[src/rtl/sgn_mul_pkg.sv]
package sgn_mul_pkg;

  // polarity (1 = negative weight) of partial product a[i]*b[j]
  function automatic bit pp_neg(int w, int i, int j);
    return (i == w - 1) ^ (j == w - 1);
  endfunction

  // polarity of sum output of cell i in row j
  function automatic bit sum_neg(int w, int j, int i);
    if (j == 0) return (i == w - 1);
    if (j == w - 1) return 1'b0;
    return (i + j) >= (w - 1);
  endfunction

  // polarity of carry output of cell i in row j (j >= 1)
  function automatic bit car_neg(int w, int j, int i);
    if (j == w - 1) return 1'b1;
    return (i == w - 1);
  endfunction

  function automatic int neg_count(logic [2:0] m);
    return int'(m[0]) + int'(m[1]) + int'(m[2]);
  endfunction

endpackage

[src/rtl/pp_and_grid.sv]
module pp_and_grid #(
  parameter int W = 5
) (
  input  logic [W-1:0]         a_i,
  input  logic [W-1:0]         b_i,
  output logic [W-1:0][W-1:0]  pp_o
);

  for (genvar j = 0; j < W; j++) begin : g_row
    for (genvar i = 0; i < W; i++) begin : g_col
      assign pp_o[j][i] = a_i[i] & b_i[j];
    end
  end

endmodule

[src/rtl/wt_fa_cell.sv]
module wt_fa_cell #(
  parameter logic [2:0] NEG = 3'b000
) (
  input  logic [2:0] x_i,
  output logic       s_o,
  output logic       c_o
);
  import sgn_mul_pkg::*;

  localparam int         NN    = neg_count(NEG);
  // one negative: flip it; two negatives: flip the positive one
  localparam logic [2:0] INV   = (NN == 1) ? NEG : ((NN == 2) ? ~NEG : 3'b000);
  localparam logic       SFLIP = (NN == 1) || (NN == 2);
  localparam bit         S_NEG = (NN == 1) || (NN == 3);
  localparam bit         C_NEG = (NN >= 2);

  logic [2:0] y;
  assign y   = x_i ^ INV;
  assign s_o = (^y) ^ SFLIP;
  assign c_o = (y[0] & y[1]) | (y[0] & y[2]) | (y[1] & y[2]);

  int w_in, w_out;
  always_comb begin
    w_in = 0;
    for (int k = 0; k < 3; k++) begin
      w_in += NEG[k] ? -int'(x_i[k]) : int'(x_i[k]);
    end
    w_out = (C_NEG ? -2 : 2) * int'(c_o) + (S_NEG ? -1 : 1) * int'(s_o);
  end

  always_comb begin
    p_cell_weight_r5: assert (w_in == w_out)
      else $error("cell weight mismatch: in %0d out %0d", w_in, w_out);
  end

endmodule

[src/rtl/ripple_row.sv]
module ripple_row #(
  parameter int W = 5
) (
  input  logic [W-2:0] sum_i,  // positive weight, columns W..2W-2
  input  logic [W-1:0] car_i,  // negative weight, columns W..2W-1
  output logic [W-1:0] res_o   // product bits W..2W-1
);

  logic [W-1:0] rc;  // negative-weight ripple carries
  assign rc[0] = 1'b0;

  for (genvar k = 0; k < W - 1; k++) begin : g_bit
    wt_fa_cell #(.NEG(3'b110)) u_cell (
      .x_i ({rc[k], car_i[k], sum_i[k]}),
      .s_o (res_o[k]),
      .c_o (rc[k+1])
    );
  end

  // top column holds two negative bits; modulo 2^(2W) only their parity matters
  assign res_o[W-1] = car_i[W-1] ^ rc[W-1];

  always_comb begin
    p_top_single_r1: assert (!(car_i[W-1] && rc[W-1]))
      else $error("both negative bits set in top column");
  end

endmodule

[src/rtl/sgn_array_mul.sv]
module sgn_array_mul #(
  parameter int W = 5
) (
  input  logic [W-1:0]   a_i,
  input  logic [W-1:0]   b_i,
  output logic [2*W-1:0] p_o
);
  import sgn_mul_pkg::*;

  localparam int PW = 2 * W;

  logic [W-1:0][W-1:0] pp;
  logic [W-1:0][W-1:0] s_r;  // row sums, row j cell i at column i+j
  logic [W-1:1][W-1:0] c_r;  // row carries, into column i+j+1

  pp_and_grid #(.W(W)) u_pp (
    .a_i  (a_i),
    .b_i  (b_i),
    .pp_o (pp)
  );

  assign s_r[0] = pp[0];

  for (genvar j = 1; j < W; j++) begin : g_row
    for (genvar i = 0; i < W; i++) begin : g_cell
      localparam bit NP = pp_neg(W, i, j);
      localparam bit NS = (i == W - 1) ? 1'b1 : sum_neg(W, j - 1, i + 1);
      localparam bit NC = (j == 1) ? NP : car_neg(W, j - 1, i);
      logic sin, cin;
      if (i == W - 1) begin : g_edge
        assign sin = 1'b0;
      end else begin : g_inner
        assign sin = s_r[j-1][i+1];
      end
      if (j == 1) begin : g_first
        assign cin = 1'b0;
      end else begin : g_next
        assign cin = c_r[j-1][i];
      end
      wt_fa_cell #(.NEG({NC, NS, NP})) u_cell (
        .x_i ({cin, sin, pp[j][i]}),
        .s_o (s_r[j][i]),
        .c_o (c_r[j][i])
      );
    end
  end

  for (genvar j = 0; j < W; j++) begin : g_low
    assign p_o[j] = s_r[j][0];
  end

  ripple_row #(.W(W)) u_cpa (
    .sum_i (s_r[W-1][W-1:1]),
    .car_i (c_r[W-1]),
    .res_o (p_o[PW-1:W])
  );

  logic signed [PW-1:0] ref_p;
  assign ref_p = PW'($signed(a_i)) * PW'($signed(b_i));

  always_comb begin
    p_product_r1: assert ($signed(p_o) == ref_p)
      else $error("product mismatch");
    p_zero_r6: assert (!((a_i == '0) || (b_i == '0)) || (p_o == '0))
      else $error("zero operand gave nonzero product");
    p_sign_r7: assert ((p_o == '0) || (p_o[PW-1] == (a_i[W-1] ^ b_i[W-1])))
      else $error("product sign wrong");
    p_min_sq_r4: assert (!((a_i == {1'b1, {(W-1){1'b0}}}) && (b_i == {1'b1, {(W-1){1'b0}}}))
                         || (p_o == {2'b01, {(PW-2){1'b0}}}))
      else $error("min times min wrong");
  end

endmodule

[config.mk]
export PLATFORM = sky130hd
export DESIGN_NAME = sgn_array_mul
export DESIGN_NICKNAME = d
export VERILOG_FILES = /design/src/rtl/sgn_mul_pkg.sv /design/src/rtl/pp_and_grid.sv /design/src/rtl/wt_fa_cell.sv /design/src/rtl/ripple_row.sv /design/src/rtl/sgn_array_mul.sv
export SDC_FILE = /design/constraint.sdc
export NUM_CORES = 1
export LEC_CHECK = 0
export ABC_AREA = 1
export CAP_MARGIN = 20
export CORE_MARGIN = 1.5
export CORE_UTILIZATION = 45
export DETAILED_ROUTE_END_ITERATION = 10
export PLACE_DENSITY = 0.73
export SLEW_MARGIN = 20
export SYNTH_ARGS = -nofsm -noshare
export SYNTH_HDL_FRONTEND = slang
export SYNTH_HIERARCHICAL = 1
export SYNTH_SLANG_ARGS = --single-unit
export TNS_END_PERCENT = 50
[constraint.sdc]
create_clock -name vclk -period 13.55
set_clock_uncertainty 0.05 [all_clocks]
set_input_delay 2.0325 -clock vclk [all_inputs]
set_output_delay 2.0325 -clock vclk [all_outputs]
set_load 0.005 [all_outputs]
### Yosys cells after proc, flatten, opt, wreduce, memory -nomap -nowiden

Cells that the tools add are included.

* $add $sub $neg: 0
* multiply operators: 0
* div/mod/pow operators: 0
* magnitude comparators: 0
* eq/ne operators: 0
* shift operators: 0
* muxes and demuxes: 0
* bitwise logic cells: 121
* reductions and logical operators: 24

Operators with widths (number)
* AND 1 bit: 75
* parity 3 bit: 24
* OR 1 bit: 30
* NOT 1 bit: 16

* register bits: 0
* bits in latches: 0
* bits in writable memories: 0
* bits in read-only memories: 0
* input bits: 10
* output and inout bits: 10
* logic and storage cells: 145
* memories: 0

### Depth between registers and ports, before layout

Gate-level depths: netlist (run 1).

* depth in word-level cells: 22
* gate-level depth with buffers: 21

### Modules after synthesis

The synthesis (run 1) kept the hierarchy.

By module, submodules not included
* wt_fa_cell (g_row[1].g_cell[3].u_cell ...): times used 15, cells each 3, area an instance 27.5 um^2, sequential area each 0.0 um^2
* pp_and_grid: times used 1, cells each 50, area an instance 187.7 um^2, sequential area each 0.0 um^2
* wt_fa_cell (g_row[1].g_cell[0].u_cell ...): times used 9, cells each 1, area an instance 20.0 um^2, sequential area each 0.0 um^2
* sgn_array_mul: times used 1, cells each 5, area an instance 33.8 um^2, sequential area each 0.0 um^2
* ripple_row: times used 1, cells each 6, area an instance 22.5 um^2, sequential area each 0.0 um^2

### Worst setup path after synthesis (run 1)

Ideal clock, no wire load.

* path type: input-to-output
* start: input port b_i[1]
* end: output port p_o[8]
* data arrival time: 5933 ps
* required time: 11467 ps
* path slack: 5534 ps
* stages: 17
* path buffers: 0
* path through: nand2_1 -> inv_1 -> fa_1 -> inv_1 -> fa_1 -> inv_1 -> inv_1 -> fa_1 -> inv_1 -> fa_1 -> inv_1 -> inv_1 -> fa_1 -> fa_1 -> fa_1 -> fa_1 -> inv_1

RTL lines
* start: declaration: RTL line sgn_array_mul.sv:5 `input logic [W-1:0] b_i,`
* end: declaration: RTL line sgn_array_mul.sv:6 `output logic [2*W-1:0] p_o`

==> results of run 1 <==
placed cells by master (no fill, tap or decap):
master,n
inv_1,57
nand2_1,28
clkdlybuf4s50_1,20
fa_1,24
conb_1,10
power by group:
| part | internal, uW | switching [uW] |
|---|---|---|
| Clock | 0 | 0 |
| Combinational | 66.9 | 49.6 |
| Sequential | 0 | 0 |
| Total | 66.9 | 49.6 |
cells by family (layout without fill, tap and decap cells):
family	Yosys count	count (layout)	synth area share
AND/OR/NAND/NOR	28	28	0.126
other	2	10	0.00897
buffers and inverters	61	77	0.291
adder cells (fa/ha/maj)	24	24	0.574
area by class of cell:
type / instances / area, sq um / share of cell area
Inverter: 57 / 214 / 0.200
Multi-Input combinational cell: 62 / 623 / 0.583
Timing Repair Buffer: 20 / 200 / 0.187
Tap cell: 25 / 31.3 / 0.0293
worst paths after layout:
| check | startpoint | end | slack (ns) |
|---|---|---|---|
| max | b_i[1] | p_o[8] | 4.46 |
| min | b_i[0] | p_o[0] | 5.07 |
worst max-delay path: stages:
cell and delay (ns):
clkdlybuf4s50_1 0.49, nand2_1 0.11, inv_1 0.06, fa_1 0.46, inv_1 0.08, fa_1 0.42
inv_1 0.07, inv_1 0.05, fa_1 0.49, inv_1 0.05, fa_1 0.44, inv_1 0.06
inv_1 0.05, fa_1 0.43, fa_1 0.38, fa_1 0.39, fa_1 0.43, inv_1 0.06
clkdlybuf4s50_1 0.49
per-layer routing:
metal / GRT usage / vias to the layer above / share of wire
li1: - / 321 / -
met1: 0.193 / 297 / 0.38
met2: 0.325 / 15 / 0.58
met3: 0 / 0 / 0.031
met4: 0 / 0 / 0
met5: 0 / - / 0
through the flow:
stage	util	hold slack, ns	worst slack, ns	cells	instance area (sq um)
floorplan	-	4.09	5.53	123	867
global placement	0.612	5.04	4.48	164	1070
detailed placement	0.612	5.07	4.44	164	1070
CTS	0.612	5.07	4.43	164	1070
global route	0.612	5.11	4.17	164	1070
finish	0.612	5.07	4.46	164	1070
==> summary.md, run 1 <==
| Metric | Value |
|---|---|
| Crit-path max FO | `5` |
| P&R area growth vs syn | `27.7%` |
| F_max | `110 MHz` |
| Unique masters post-synth | `5` |
| Worst EP arrival | `approximately 7.0 ns` |
| FF/Latch Area | `0 sq um` |
| Vias | `around 630` |
| Cell taking the most area after synthesis | `fa_1` |
| Area contributors post-synth | `fa_1, inv_1, nand2_1` |
| Vias/cell | `3.86` |
| Final worst path period share | `0.671` |
| Global-route wire length before repair | `around 2500 um` |
| Max Slew Vio Count | `0` |
| Synth Area per Inst | `between 7 and 8 sq um` |
| Hold Vio Cnt, Final | `0` |
| PostCTS Resize Cnt | `0` |
| Vias in the first global route | `~640` |
| Die width | `between 40 and 50 um` |
| Unrepaired setup endpoints after global routing | `false` |
| Largest net degree at the start of global routing | `6` |
| # nets final | `~180` |
| Top Ports | `20` |
| Initial antenna violation count | `0` |
| Port bufs | `20` |
| Required time worst endpoint | `about 11 ns` |
| Endpoint class of the critical path | `primary output` |
| Hold Path Cell Cnt | `4` |
| Flip-flop and latch count | `0` |
| # setup viols final | `0` |
| Fillers | `~180` |
| Max-cap violations | `0` |
| Pwr dens | `about 110 nW/um^2` |
| Startpoint Class | `input pin` |
| Remaining routing DRC violations | `0` |
| Clock buf count | `0` |
| Most frequent cell after synthesis | `inv_1` |
| Setup TNS | `0 ns` |
| DR pass1 iterations | `4` |
| Mapped Area | `approximately 840 sq um` |
| Final min period | `9.09 ns` |
| Cells after Synth | `~120` |
| Worst Hold Class | `in -> out` |
| Drt initial violations | `5` |
| VDD IR max | `roughly 83 uV` |
| Row count | `15` |
| Kind of critical path | `in -> out` |
| All-layer global routing usage | `0.158` |
| Wirelength per Cell | `between 7 and 8 um` |
| Leak pwr | `0.000711 uW` |
| Yosys top cell area share | `0.574` |
| Postcts setup bufs | `0` |
| Antenna cells | `0` |
| Post-synth top cells | `inv_1, nand2_1, fa_1, buf_4, conb_1` |
| Core footprint | `roughly 1700 sq um` |
| Seq/Total Area, Yosys | `0` |
| Yosys warns | `6` |
| Final Wtd Congestion | `around 0.72` |
| Initial Util | `0.480` |
| Routed Antenna Nets | `0` |
| Total grt overflow | `0` |
| Status | `complete, no violations` |
| DP Wirelength | `about 1200 um` |
| Tot Pwr | `about 120 uW` |
| Die span in y | `46.1 um` |
| Die ar. | `roughly 2100 sq um` |
| CTS Hold Bufs | `0` |
| WL final | `around 1300 um` |
| Layout cells sized above 1 | `0` |
No activity file was read; power rests on OpenSTA's default activity.
==> run 2, diff against run 1 <==
==> constraint.sdc (replaced) <==
create_clock -name vclk -period 9
set_clock_uncertainty 0.05 [all_clocks]
set_input_delay 1.35 -clock vclk [all_inputs]
set_output_delay 1.35 -clock vclk [all_outputs]
set_load 0.005 [all_outputs]
==> run 2 against run 1 <==
Utilization is the same. Sequential cell count is the same. Worst hold slack lost 1.4 ns. Non-clock buffer count is the same. Die area is the same. Global-route usage shrank 1.2 points. Power grew 48%. Critical path type unchanged. Critical endpoint unchanged. Highest routed layer unchanged.
==> summary.md, run 2 (synthesis gave the netlist of run 1 again) <==
| Metric | Value |
|---|---|
| All-layer global routing usage | `0.146 (-0.0122)` |
| WL final | `1260 um (-1.6%)` |
| Fillers | `172 (-3.4%)` |
| # nets final | `175 (unchanged)` |
| Setup TNS | `0 ns (unchanged)` |
| Crit-path max FO | `5 (unchanged)` |
| Top Ports | `20 (unchanged)` |
| Initial antenna violation count | `0 (unchanged)` |
| F_max | `approximately 130 MHz` |
| Die ar. | `2130 sq um (unchanged)` |
| Antenna cells | `0 (unchanged)` |
| Final worst path period share | `0.860` |
| Initial Util | `0.480 (unchanged)` |
| Postcts setup bufs | `0 (unchanged)` |
| Hold Vio Cnt, Final | `0 (unchanged)` |
| Startpoint Class | `input pin` |
| Vias/cell | `3.90 (+0.95%)` |
| CTS Hold Bufs | `0 (unchanged)` |
| # setup viols final | `0 (unchanged)` |
| Core footprint | `1750 sq um (unchanged)` |
| Status | `complete, no violations` |
| Vias in the first global route | `624 (-2.8%)` |
| FF/Latch Area | `0 sq um (unchanged)` |
| Kind of critical path | `in -> out` |
| Pwr dens | `162 nW/um^2 (+48%)` |
| Worst Hold Class | `in -> out` |
| Vias | `639 (+0.95%)` |
| Most frequent cells in the layout | `inv_1, nand2_1, fa_1` |
| Die span in y | `46.1 um (unchanged)` |
| Remaining routing DRC violations | `0 (unchanged)` |
| Largest net degree at the start of global routing | `6 (unchanged)` |
| Commonest non-fill, non-tap cell in the layout | `inv_1` |
| Unrepaired setup endpoints after global routing | `false` |
| Flip-flop and latch count | `0 (unchanged)` |
| Wirelength per Cell | `7.66 um (-1.6%)` |
| Max Slew Vio Count | `0 (unchanged)` |
| Worst EP arrival | `6.34 ns (-0.67 ns)` |
| Leak pwr | `0.000711 uW (unchanged)` |
| DP Wirelength | `1210 um (-1.3%)` |
| Clock buf count | `0 (unchanged)` |
| DR pass1 iterations | `4 (unchanged)` |
| Endpoint class of the critical path | `primary output` |
| P&R area growth vs syn | `27.7% (unchanged)` |
| Final min period | `roughly 7.7 ns` |
| Required time worst endpoint | `7.60 ns (-3.87 ns)` |
| Global-route wire length before repair | `2320 um (-6.2%)` |
| Drt initial violations | `5 (unchanged)` |
| Final Wtd Congestion | `0.761 (+5.9%)` |
| Row count | `15 (unchanged)` |
| Final Util | `0.612 (unchanged)` |
| VDD IR max | `131 uV (+58%)` |
| Die width | `46.1 um (unchanged)` |
| Max-cap violations | `0 (unchanged)` |
| Routed Antenna Nets | `0 (unchanged)` |
| PostCTS Resize Cnt | `0 (unchanged)` |
| Layout cells sized above 1 | `0 (unchanged)` |
| Port bufs | `20 (unchanged)` |
| Total grt overflow | `0 (unchanged)` |
| Tot Pwr | `173 uW (+48%)` |
[run 2: power by group]
group          internal [uW]  switching (uW)
sequential                 0               0
clock                      0               0
combinational           99.8            72.7
[run 2: layer usage]
metal / track usage / up-vias / share of wire
met1: 0.183 / 305 / 0.39
met2: 0.294 / 13 / 0.59
li1: - / 321 / -
met5: 0 / - / 0
met3: 0 / 0 / 0.026
met4: 0 / 0 / 0
[run 2: worst paths after layout]
path / startpoint / end / slack [ns] / cells after the start
worst max-delay path: b_i[1] / p_o[8] / 1.26 / 19
worst min-delay path: b_i[0] / p_o[0] / 3.71 / 4
[run 2: final cells by class]
type	count	area, sq um	share of cell area
repair buffers	20	200	0.187
well taps	25	31.3	0.0293
multi-input cells	62	623	0.583
inverters	57	214	0.200
[run 2: metrics by stage]
step           std cells  setup WS, ns  instance area (sq um)  hold slack [ns]
2_1_floorplan        123          2.35                    867             2.72
3_3_place_gp         164          1.27                   1070             3.70
3_5_place_dp         164          1.21                   1070             3.72
4_1_cts              164          1.21                   1070             3.72
5_1_grt              164         0.999                   1070             3.75
6_report             164          1.26                   1070             3.71
[run 2: critical path: stages]
cell             delay, ns
clkdlybuf4s50_1       0.48
nand2_1               0.10
inv_1                 0.05
fa_1                  0.46
inv_1                 0.10
fa_1                  0.42
inv_1                 0.06
inv_1                 0.05
fa_1                  0.50
inv_1                 0.05
fa_1                  0.44
inv_1                 0.06
inv_1                 0.05
fa_1                  0.43
fa_1                  0.38
fa_1                  0.38
fa_1                  0.43
inv_1                 0.06
clkdlybuf4s50_1       0.49
==> run 3, diff against run 2 <==
--- a/config.mk
+++ b/config.mk
@@ -10,7 +10,7 @@
 export CORE_MARGIN = 1.5
 export CORE_UTILIZATION = 45
 export DETAILED_ROUTE_END_ITERATION = 10
-export PLACE_DENSITY = 0.73
+export DONT_BUFFER_PORTS = 1
 export SLEW_MARGIN = 20
 export SYNTH_ARGS = -nofsm -noshare
 export SYNTH_HDL_FRONTEND = slang
==> constraint.sdc (replaced) <==
create_clock -name vclk -period 6.65
set_clock_uncertainty 0.05 [all_clocks]
set_input_delay 0.9975 -clock vclk [all_inputs]
set_output_delay 0.9975 -clock vclk [all_outputs]
set_load 0.005 [all_outputs]
==> run 3 against run 2 <==
Combinational power shrank 18%. Utilization shrank 11 points. Die area stayed put. First-iteration DRC count did not move. Sequential cell count did not move. Setup slack worse by 0.71 ns. Non-clock buffer count fell by 20. Sequential share of layout area unchanged. Global-route usage shrank 1.5 points. Wire length shrank 7.1%. Highest routed layer unchanged.
==> summary.md, run 3 (synthesis gave the netlist of run 1 again) <==
| Metric | Value |
|---|---|
| Status | `complete, no violations` |
| Kind of critical path | `in -> out` |
| All-layer global routing usage | `0.131 (-0.0154)` |
| # setup viols final | `0 (unchanged)` |
| Core footprint | `1750 sq um (unchanged)` |
| Worst Hold Class | `in -> out` |
| WL final | `1170 um (-7.1%)` |
| Endpoint class of the critical path | `primary output` |
| Multi-input logic area | `623 sq um (unchanged)` |
| Worst-path cell chain | `nand2_1 > inv_1 > fa_1 > inv_1 > fa_1 > inv_1 > inv_1 > fa_1 > inv_1 > fa_1 > inv_1 > inv_1 > fa_1 > fa_1 > fa_1 > fa_1 > nand2_1 > nand2_1` |
| Unrepaired setup endpoints after global routing | `false` |
| Worst EP arrival | `5.05 ns (-1.29 ns)` |
| Vias/cell | `3.88 (-0.37%)` |
| Leak pwr | `0.000633 uW (-11%)` |
| Remaining routing DRC violations | `0 (unchanged)` |
| FF/Latch Area | `0 sq um (unchanged)` |
| CTS Hold Bufs | `0 (unchanged)` |
| Postcts setup bufs | `0 (unchanged)` |
| Port bufs | `0 (-100%)` |
| Vias | `559 (-13%)` |
| Final Util | `0.497 (-0.115)` |
| Drt initial violations | `5 (unchanged)` |
| Final worst path period share | `0.917` |
| Hold Vio Cnt, Final | `0 (unchanged)` |
| Row count | `15 (unchanged)` |
| Initial Util | `0.480 (unchanged)` |
| Post-route worst setup slack | `0.553 ns (-0.707 ns)` |
| Slowest-stage cell, CP | `fa_1` |
| Flip-flop and latch count | `0 (unchanged)` |
| Largest net degree at the start of global routing | `6 (unchanged)` |
| Cell mode on critical path | `fa_1` |
| Max-cap violations | `0 (unchanged)` |
| CP endpoint | `p_o[9]` |
| Wirelength per Cell | `8.10 um (+5.8%)` |
| Max Slew Vio Count | `0 (unchanged)` |
| Routed Antenna Nets | `0 (unchanged)` |
| VDD IR max | `102 uV (-22%)` |
| P&R area growth vs syn | `3.74%` |
| Die width | `46.1 um (unchanged)` |
| Most frequent cells in the layout | `inv_1, nand2_1, fa_1` |
| DP Wirelength | `1140 um (-5.5%)` |
| Crit-path max FO | `5 (unchanged)` |
| Die span in y | `46.1 um (unchanged)` |
| Pwr dens | `163 nW/um^2 (+1.1%)` |
| Setup TNS | `0 ns (unchanged)` |
| Clock buf count | `0 (unchanged)` |
| # nets final | `155 (-11%)` |
| Vias in the first global route | `574 (-8.0%)` |
| Antenna cells | `0 (unchanged)` |
| Global-route wire length before repair | `2040 um (-12%)` |
| Commonest non-fill, non-tap cell in the layout | `inv_1` |
| DR pass1 iterations | `4 (unchanged)` |
| Hold slack | `2.02 ns (-1.69 ns)` |
| Critical Path Max Stage Delay | `0.50 ns (about the same)` |
| Top Ports | `20 (unchanged)` |
| Final min period | `about 6.1 ns` |
| Layout cells sized above 1 | `0 (unchanged)` |
| Initial antenna violation count | `0 (unchanged)` |
| Tot Pwr | `142 uW (-18%)` |
| Startpoint Class | `input pin` |
| Critical Path Start | `b_i[1]` |
| Die ar. | `2130 sq um (unchanged)` |
| DP Worst Slack | `0.547 ns (-0.662 ns)` |
| PostCTS Resize Cnt | `0 (unchanged)` |
| Total grt overflow | `0 (unchanged)` |
| Final Wtd Congestion | `0.702 (-7.7%)` |
| Required time worst endpoint | `5.60 ns (-2.00 ns)` |
| Fillers | `188 (+9.3%)` |
| F_max | `around 160 MHz` |
run 3: cell count changes in the layout (fill, tap and decap cells not counted):
cell	change
clkdlybuf4s50_1	-20
run 3: routing by layer:
| layer | part of all wire | GRT usage | wire length, um | vias up |
|---|---|---|---|---|
| met1 | 0.39 | 0.140 | 460 | 267 |
| met3 | 0.037 | 0.00392 | 43 | 0 |
| met4 | 0 | 0 | 0 | 0 |
| met2 | 0.57 | 0.286 | 663 | 12 |
| met5 | 0 | 0 | 0 | - |
| li1 | - | - | - | 280 |
run 3: how the worst min path moves through the flow:
| stage | from | to | slack [ns] | cells past startpoint |
|---|---|---|---|---|
| 2_1_floorplan | b_i[0] | p_o[0] | 2.02 | 2 |
| 3_5_place_dp | b_i[0] | p_o[0] | 2.02 | 2 |
| 3_3_place_gp | b_i[0] | p_o[0] | 2.02 | 2 |
| 6_report | b_i[0] | p_o[0] | 2.02 | 2 |
| 4_1_cts | b_i[0] | p_o[0] | 2.03 | 2 |
| 5_1_grt | b_i[0] | p_o[0] | 2.03 | 2 |
run 3: worst max-delay path: cells and delay by family:
kind                     cells  cell delay [ns]
adder cells (fa/ha/maj)      8             3.43
buffers and inverters        7             0.42
AND/OR/NAND/NOR              3             0.19
run 3: stage by stage:
step / area (sq um) / cells
after global placement: 868 / 144
final: 868 / 144
after CTS: 868 / 144
after global routing: 868 / 144
after floorplan: 867 / 123
after detailed placement: 868 / 144
run 3: power breakdown:
group | switching [uW] | internal [uW]
clock network | 0 | 0
registers | 0 | 0
logic | 84.8 | 57.1
total | 84.8 | 57.1
run 3: final cells by class:
cell class / instances / area share
multi-input cells: 62 / 0.718
inverters: 57 / 0.246
well taps: 25 / 0.0360
